### src/rtl/amap_pkg.sv
package amap_pkg;
   typedef enum logic [1:0] {
      MAP_ILV  = 2'b00,
      MAP_LIN  = 2'b01,
      MAP_FLEX = 2'b10,
      MAP_RSVD = 2'b11
   } map_mode_e;
endpackage

### src/rtl/amap_zone_calc.sv
module amap_zone_calc #(
   parameter int CAP_W      = 9,
   parameter int UNIT_SHIFT = 26,
   localparam int ADDR_W    = CAP_W + 1 + UNIT_SHIFT
) (
   input  logic [CAP_W-1:0]  cap_a,
   input  logic [CAP_W-1:0]  cap_b,
   output logic [ADDR_W-1:0] a_bytes,
   output logic [ADDR_W-1:0] b_bytes,
   output logic [ADDR_W-1:0] min_bytes,
   output logic [ADDR_W-1:0] ilv_bytes,
   output logic [ADDR_W-1:0] sum_bytes,
   output logic              big_is_b
);
   logic [CAP_W-1:0] min_u;
   logic [CAP_W:0]   sum_u;

   always_comb begin
      big_is_b  = (cap_b > cap_a);
      min_u     = big_is_b ? cap_a : cap_b;
      sum_u     = {1'b0, cap_a} + {1'b0, cap_b};
      a_bytes   = {1'b0, cap_a, {UNIT_SHIFT{1'b0}}};
      b_bytes   = {1'b0, cap_b, {UNIT_SHIFT{1'b0}}};
      min_bytes = {1'b0, min_u, {UNIT_SHIFT{1'b0}}};
      ilv_bytes = {min_u, 1'b0, {UNIT_SHIFT{1'b0}}};
      sum_bytes = {sum_u, {UNIT_SHIFT{1'b0}}};
   end
endmodule

### src/rtl/amap_route.sv
module amap_route
   import amap_pkg::*;
#(
   parameter int CAP_W      = 9,
   parameter int UNIT_SHIFT = 26,
   parameter int LINE_W     = 6,
   localparam int ADDR_W    = CAP_W + 1 + UNIT_SHIFT,
   localparam int LOC_W     = CAP_W + UNIT_SHIFT
) (
   input  map_mode_e         mode,
   input  logic [ADDR_W-1:0] addr,
   input  logic [ADDR_W-1:0] a_bytes,
   input  logic [ADDR_W-1:0] min_bytes,
   input  logic [ADDR_W-1:0] ilv_bytes,
   input  logic [ADDR_W-1:0] sum_bytes,
   input  logic              big_is_b,
   output logic              sel_a,
   output logic              sel_b,
   output logic              oor,
   output logic [LOC_W-1:0]  loc
);
   logic [LOC_W-1:0]  ilv_loc;
   logic              ilv_chan;
   logic [ADDR_W-1:0] lin_off;
   logic [ADDR_W-1:0] asym_off;

   // Drop the channel-select bit and close the gap it leaves.
   assign ilv_loc  = {addr[ADDR_W-1:LINE_W+1], addr[LINE_W-1:0]};
   assign ilv_chan = addr[LINE_W];
   assign lin_off  = addr - a_bytes;
   assign asym_off = addr - min_bytes;

   always_comb begin
      sel_a = 1'b0;
      sel_b = 1'b0;
      oor   = 1'b0;
      loc   = '0;
      unique case (mode)
         MAP_ILV: begin
            if (addr < ilv_bytes) begin
               sel_a = ~ilv_chan;
               sel_b = ilv_chan;
               loc   = ilv_loc;
            end else begin
               oor = 1'b1;
            end
         end
         MAP_LIN: begin
            if (addr >= sum_bytes) begin
               oor = 1'b1;
            end else if (addr < a_bytes) begin
               sel_a = 1'b1;
               loc   = addr[LOC_W-1:0];
            end else begin
               sel_b = 1'b1;
               loc   = lin_off[LOC_W-1:0];
            end
         end
         MAP_FLEX: begin
            if (addr >= sum_bytes) begin
               oor = 1'b1;
            end else if (addr < ilv_bytes) begin
               sel_a = ~ilv_chan;
               sel_b = ilv_chan;
               loc   = ilv_loc;
            end else begin
               sel_a = ~big_is_b;
               sel_b = big_is_b;
               loc   = asym_off[LOC_W-1:0];
            end
         end
         default: oor = 1'b1;
      endcase
   end
endmodule

### src/rtl/amap_out_stage.sv
module amap_out_stage #(
   parameter int DATA_W = 8
) (
   input  logic              clk,
   input  logic              rst_n,
   input  logic              in_valid,
   output logic              in_ready,
   input  logic [DATA_W-1:0] in_data,
   output logic              out_valid,
   input  logic              out_ready,
   output logic [DATA_W-1:0] out_data
);
   assign in_ready = ~out_valid | out_ready;

   always_ff @(posedge clk or negedge rst_n) begin
      if (!rst_n) begin
         out_valid <= 1'b0;
         out_data  <= '0;
      end else if (in_ready) begin
         out_valid <= in_valid;
         if (in_valid) out_data <= in_data;
      end
   end

   assert_hold_R2: assert property (@(posedge clk) disable iff (!rst_n)
      out_valid && !out_ready |=> out_valid && $stable(out_data));
   assert_accept_R2: assert property (@(posedge clk) disable iff (!rst_n)
      in_valid && in_ready |=> out_valid && (out_data == $past(in_data)));
   assert_idle_ready_R1: assert property (@(posedge clk) disable iff (!rst_n)
      !out_valid |-> in_ready);
endmodule

### src/rtl/amap_top.sv
module amap_top
   import amap_pkg::*;
#(
   parameter int CAP_W      = 9,
   parameter int UNIT_SHIFT = 26,
   parameter int LINE_W     = 6,
   localparam int ADDR_W    = CAP_W + 1 + UNIT_SHIFT,
   localparam int LOC_W     = CAP_W + UNIT_SHIFT
) (
   input  logic              clk,
   input  logic              rst_n,
   input  logic [1:0]        cfg_mode,
   input  logic [CAP_W-1:0]  cfg_cap_a,
   input  logic [CAP_W-1:0]  cfg_cap_b,
   input  logic              req_valid,
   output logic              req_ready,
   input  logic [ADDR_W-1:0] req_addr,
   output logic              rsp_valid,
   input  logic              rsp_ready,
   output logic              rsp_sel_a,
   output logic              rsp_sel_b,
   output logic              rsp_oor,
   output logic [LOC_W-1:0]  rsp_local
);
   localparam int PAY_W = LOC_W + 3;

   generate
      if (CAP_W < 1) begin : g_bad_cap
         $error("CAP_W must be at least 1");
      end
      if (LINE_W < 1) begin : g_bad_line
         $error("LINE_W must be at least 1");
      end
      if (LINE_W + 1 > UNIT_SHIFT) begin : g_bad_unit
         $error("a capacity unit must hold at least one line per channel");
      end
   endgenerate

   logic [ADDR_W-1:0] a_bytes, b_bytes, min_bytes, ilv_bytes, sum_bytes;
   logic              big_is_b;
   logic              c_sel_a, c_sel_b, c_oor;
   logic [LOC_W-1:0]  c_loc;
   logic [PAY_W-1:0]  pay_in, pay_out;

   amap_zone_calc #(.CAP_W(CAP_W), .UNIT_SHIFT(UNIT_SHIFT)) u_zone (
      .cap_a(cfg_cap_a), .cap_b(cfg_cap_b),
      .a_bytes(a_bytes), .b_bytes(b_bytes), .min_bytes(min_bytes),
      .ilv_bytes(ilv_bytes), .sum_bytes(sum_bytes), .big_is_b(big_is_b)
   );

   amap_route #(.CAP_W(CAP_W), .UNIT_SHIFT(UNIT_SHIFT), .LINE_W(LINE_W)) u_route (
      .mode(map_mode_e'(cfg_mode)), .addr(req_addr),
      .a_bytes(a_bytes), .min_bytes(min_bytes), .ilv_bytes(ilv_bytes),
      .sum_bytes(sum_bytes), .big_is_b(big_is_b),
      .sel_a(c_sel_a), .sel_b(c_sel_b), .oor(c_oor), .loc(c_loc)
   );

   assign pay_in = {c_sel_a, c_sel_b, c_oor, c_loc};

   amap_out_stage #(.DATA_W(PAY_W)) u_out (
      .clk(clk), .rst_n(rst_n),
      .in_valid(req_valid), .in_ready(req_ready), .in_data(pay_in),
      .out_valid(rsp_valid), .out_ready(rsp_ready), .out_data(pay_out)
   );

   assign {rsp_sel_a, rsp_sel_b, rsp_oor, rsp_local} = pay_out;

   assert_sel_excl_R10: assert property (@(posedge clk) disable iff (!rst_n)
      rsp_valid |-> $onehot0({rsp_sel_a, rsp_sel_b}) && (rsp_oor == !(rsp_sel_a || rsp_sel_b)));
   assert_loc_in_a_R10: assert property (@(posedge clk) disable iff (!rst_n)
      req_valid && c_sel_a |-> ({1'b0, c_loc} < a_bytes));
   assert_loc_in_b_R10: assert property (@(posedge clk) disable iff (!rst_n)
      req_valid && c_sel_b |-> ({1'b0, c_loc} < b_bytes));
   assert_oor_zero_R7: assert property (@(posedge clk) disable iff (!rst_n)
      rsp_valid && rsp_oor |-> (rsp_local == '0));
endmodule

### config.mk
export PLATFORM = sky130hd
export DESIGN_NAME = amap_top
export DESIGN_NICKNAME = d
export VERILOG_FILES = /design/src/rtl/amap_pkg.sv /design/src/rtl/amap_zone_calc.sv /design/src/rtl/amap_route.sv /design/src/rtl/amap_out_stage.sv /design/src/rtl/amap_top.sv
export SDC_FILE = /design/constraint.sdc
export NUM_CORES = 1
export LEC_CHECK = 0
export BUFFER_PORTS_ARGS = -buffer_cell sky130_fd_sc_hd__buf_2
export CORE_MARGIN = 4
export CORE_UTILIZATION = 45
export DETAILED_ROUTE_END_ITERATION = 7
export PLACE_DENSITY = 0.8
export SKIP_CTS_REPAIR_TIMING = 1
export SYNTH_ARGS = -nofsm -noshare
export SYNTH_HDL_FRONTEND = slang
export SYNTH_SLANG_ARGS = --single-unit
### constraint.sdc
create_clock -name clk -period 1.4 [get_ports clk]
set_input_delay 0.21 -clock clk [delete_from_list [all_inputs] [get_ports clk]]
set_output_delay 0.21 -clock clk [all_outputs]
set_load 0.02 [all_outputs]
==> load_flow_metrics.sql <==
INSERT INTO impl_metrics (metric_group, metric, value, unit) VALUES
('run_status', 'run_status', 'complete, but fails checks', ''),
('run_status', 'failed_checks', 'negative setup slack', ''),
('worst_setup_path', 'worstRegToRegCells', '7', ''),
('clock_tree', 'cts.root.buffer_cell', 'clkbuf_8', ''),
('final_layout', 'postLayoutCellArea', '6410', 'um2'),
('floorplanning', 'die_h', '103', 'um'),
('yosys', 'synth_top_flop_cell', 'dfrtp_1', ''),
('worst_hold_path', 'timing.hold.worst.start', 'req_valid', ''),
('worst_setup_path', 'critical_path.slowest_cell', 'ha_1', ''),
('routing', 'drt_drc_violations_left', '0', ''),
('yosys', 'register_area_share_after_synthesis', '0.241', ''),
('final_layout', 'num-nets-final', '827', ''),
('worst_hold_path', 'hold_path_end', 'u_out.out_valid$_DFFE_PN0N_', ''),
('timing', 'worst_slew_pin_slew', '461', 'ps'),
('run', 'max_cap_violations', '0', ''),
('routing', 'num_vias', '4672', ''),
('timing', 'timing_hold_violations_final', '0', ''),
('worst_setup_path', 'cp-startpoint', 'cfg_cap_a[1]', ''),
('clock_tree', 'clkSlewWorstSetupHoldPaths', '90', 'ps'),
('power', 'power_report.internal_total', '3.36', 'mW'),
('final_layout', 'regArea', '976', 'um2'),
('timing', 'rsz0062_at_grt', 'true', ''),
('floorplanning', 'boundaryPins', '100', ''),
('placed_design', 'placed_area', '5910', 'um2'),
('floorplanning', 'initial_utilization', '0.465', ''),
('yosys', 'mappedNetlistNets', '577', ''),
('timing', 'finClkSkew', '5.97', 'ps'),
('power', 'total_power_density_per_cell_area', '876', 'nW/um2'),
('worst_setup_path', 'critical_path.cell_chain', 'buf_2 -> inv_4 -> ha_4 -> nand2b_1 -> a21oi_2 -> o21ai_1 -> a21oi_1 -> nor2_1 -> o21bai_1 -> a21oi_2 -> xnor2_1 -> ha_1 -> a21o_1 -> a21o_1 -> a21oi_2 -> buf_6 -> a31oi_4 -> a21oi_4 -> and2_4 -> buf_12 -> a22oi_2 -> o21ai_2', ''),
('worst_setup_path', 'crit_fanout', '5', ''),
('timing', 'fin_ws', '-1980', 'ps'),
('power', 'power.switching_fraction', '0.401', ''),
('worst_setup_path', 'cp_common_cell', 'a21oi_2', ''),
('power', 'power.combinational.fraction', '0.570', ''),
('final_layout', 'areaGrowthSynthToFinish', '58.2', '%'),
('worst_setup_path', 'regToRegSetupSlack', '-310', 'ps'),
('worst_hold_path', 'hold_path.class', 'in2reg', ''),
('global_route', 'grt_max_degree', '40', ''),
('yosys', 'synth_top_cell_by_area', 'dfrtp_1', ''),
('timing', 'report.final.setup_viol', '38', ''),
('worst_setup_path', 'cp-start-kind', 'primary input', ''),
('clock_tree', 'clock_tree.buffer_depth', '2', ''),
('yosys', 'yosysUniqueCellTypes', '60', ''),
('yosys', 'post_synth_most_frequent_cells', '54 x ha_1, 47 x nand2_1, 42 x a21oi_1', ''),
('global_route', 'grt_pass1_vias', '4683', ''),
('placed_design', 'gp_routability_congestion', '0.936', ''),
('clock_tree', 'tritoncts_clock_tree', 'done', ''),
('clock_tree', 'clock_sinks', '39', ''),
('floorplanning', 'placement_rows', '34', ''),
('placed_design', 'post-dp-hpwl', '11200', 'um'),
('yosys', 'syn-instance-count', '461', ''),
('global_route', 'grt_use_total', '0.250', ''),
('power', 'power.net_switching', '2.25', 'mW'),
('global_route', 'antenna_violations_before_repair', '0', ''),
('yosys', 'synth_area_leaders', 'dfrtp_1 24%, ha_1 17%, a22oi_2 6.2%', ''),
('worst_setup_path', 'critical_path_arrival', '3610', 'ps'),
('yosys', 'synth_warnings', '0', ''),
('floorplanning', 'die-area', '10600', 'um2'),
('final_layout', 'multi_input_comb_area', '3260', 'um2'),
('yosys', 'synth_edf_count', '0', ''),
('routing', 'vias_per_cell', '5.70', ''),
('yosys', 'synth-seq-cells', '39', ''),
('final_layout', 'inserted_diodes', '0', ''),
('power', 'share_clk_of_total_power', '0.174', ''),
('routing', 'drtPass1Iterations', '4', ''),
('worst_setup_path', 'end_kind', 'flop', ''),
('final_layout', 'layout-drive-gt1-share', '0.541', ''),
('clock_tree', 'worstSkewPairLatency', '300', 'ps'),
('timing', 'highest_clock_frequency_the_design_can_meet', '0.296', 'GHz'),
('floorplanning', 'floorplan.core_area', '8720', 'um2'),
('timing', 'fin_crit_sh', '2.42', '');
critical path, delay by kind of cell:
kind / cells / cell delay [ps]
buf+inv: 4 / 490
fa+ha+maj: 2 / 470
compound gates: 12 / 1720
xor+xnor: 1 / 190
simple gates: 3 / 500
worst max-delay path by stage:
stage / end / slack [ps]
after floorplan: u_out.out_data[6]$_DFFE_PN0P_ / -2090
after global placement: u_out.out_data[27]$_DFFE_PN0P_ / -2430
after detailed placement: u_out.out_data[27]$_DFFE_PN0P_ / -2670
after CTS: u_out.out_data[27]$_DFFE_PN0P_ / -2360
after global routing: u_out.out_data[19]$_DFFE_PN0P_ / -2140
final: u_out.out_data[19]$_DFFE_PN0P_ / -1980
placed cells by master (no fill, tap or decap), types with 5 or more instances in the layout:
master    instances
clkbuf_8          5
a21oi_2          16
nand2_1          43
inv_1            25
nor4_1            8
nor2_1           22
a21o_1            6
dfrtp_1          39
o21ai_0          11
a22o_1            6
ha_1             44
buf_6             5
nor3_1            6
a21oi_1          24
o21bai_1          6
o21ai_2          21
xnor2_1          18
o21ai_1           7
buf_4           148
nand3_1           5
mux2i_1           7
buf_2            97
ha_4              9
a22oi_2          20
nor2_4            6
through the flow:
stage | TNS, ps | hold WS, ps | power [mW] | worst slack (ps) | instances
2_1_floorplan | -74990 | -85.6 | 3.09 | -2090 | 461
3_3_place_gp | -88740 | 193 | 4.21 | -2430 | 803
3_5_place_dp | -95130 | 194 | 4.33 | -2670 | 803
5_1_grt | -78200 | 144 | 5.92 | -2140 | 820
6_report | -71910 | 143 | 5.61 | -1980 | 820
4_1_cts | -83830 | -129 | 5.31 | -2360 | 811
power by group through the flow:
stage	combinational (mW)	clock, mW	sequential (mW)
6_report	3.20	0.979	1.43
5_1_grt	3.45	1.02	1.45
4_1_cts	2.90	0.985	1.43
3_5_place_dp	2.89	0	1.45
3_3_place_gp	2.77	0	1.44
2_1_floorplan	1.43	0	1.66
state kept, by name, summed over array words and instances (netlist names):
register	count
u_out.out_data	38
u_out.out_valid	1
metal layers:
| metal | wire (um) | GRT usage | up-vias | share of wire |
|---|---|---|---|---|
| met5 | 0 | 0 | - | 0 |
| met2 | 7530 | 0.463 | 178 | 0.52 |
| met3 | 762 | 0.0264 | 50 | 0.053 |
| met4 | 588 | 0.123 | 0 | 0.041 |
| met1 | 5530 | 0.283 | 2235 | 0.38 |
| li1 | - | - | 2209 | - |
final cells by class:
| type | instances | share of cell area |
|---|---|---|
| clock buffers | 5 | 0.0107 |
| clock inverters | 3 | 0.00742 |
| flip-flops and latches | 39 | 0.152 |
| multi-input cells | 376 | 0.509 |
| repair buffers | 258 | 0.281 |
| well taps | 108 | 0.0211 |
| inverters | 31 | 0.0191 |
cells by family (layout without fill, tap and decap cells):
logic type,count (synthesis),count (layout),share of synthesized area
muxes,9,9,0.0256
xor gates and xnor gates,20,20,0.0432
adders and majority gates,60,60,0.187
buffers and inverters,48,297,0.0544
DFF,39,39,0.241
and+or+nand+nor,125,126,0.149
AOI/OAI and AO/OA,160,161,0.300
Note: power is estimated with default switching activity, not from simulation.
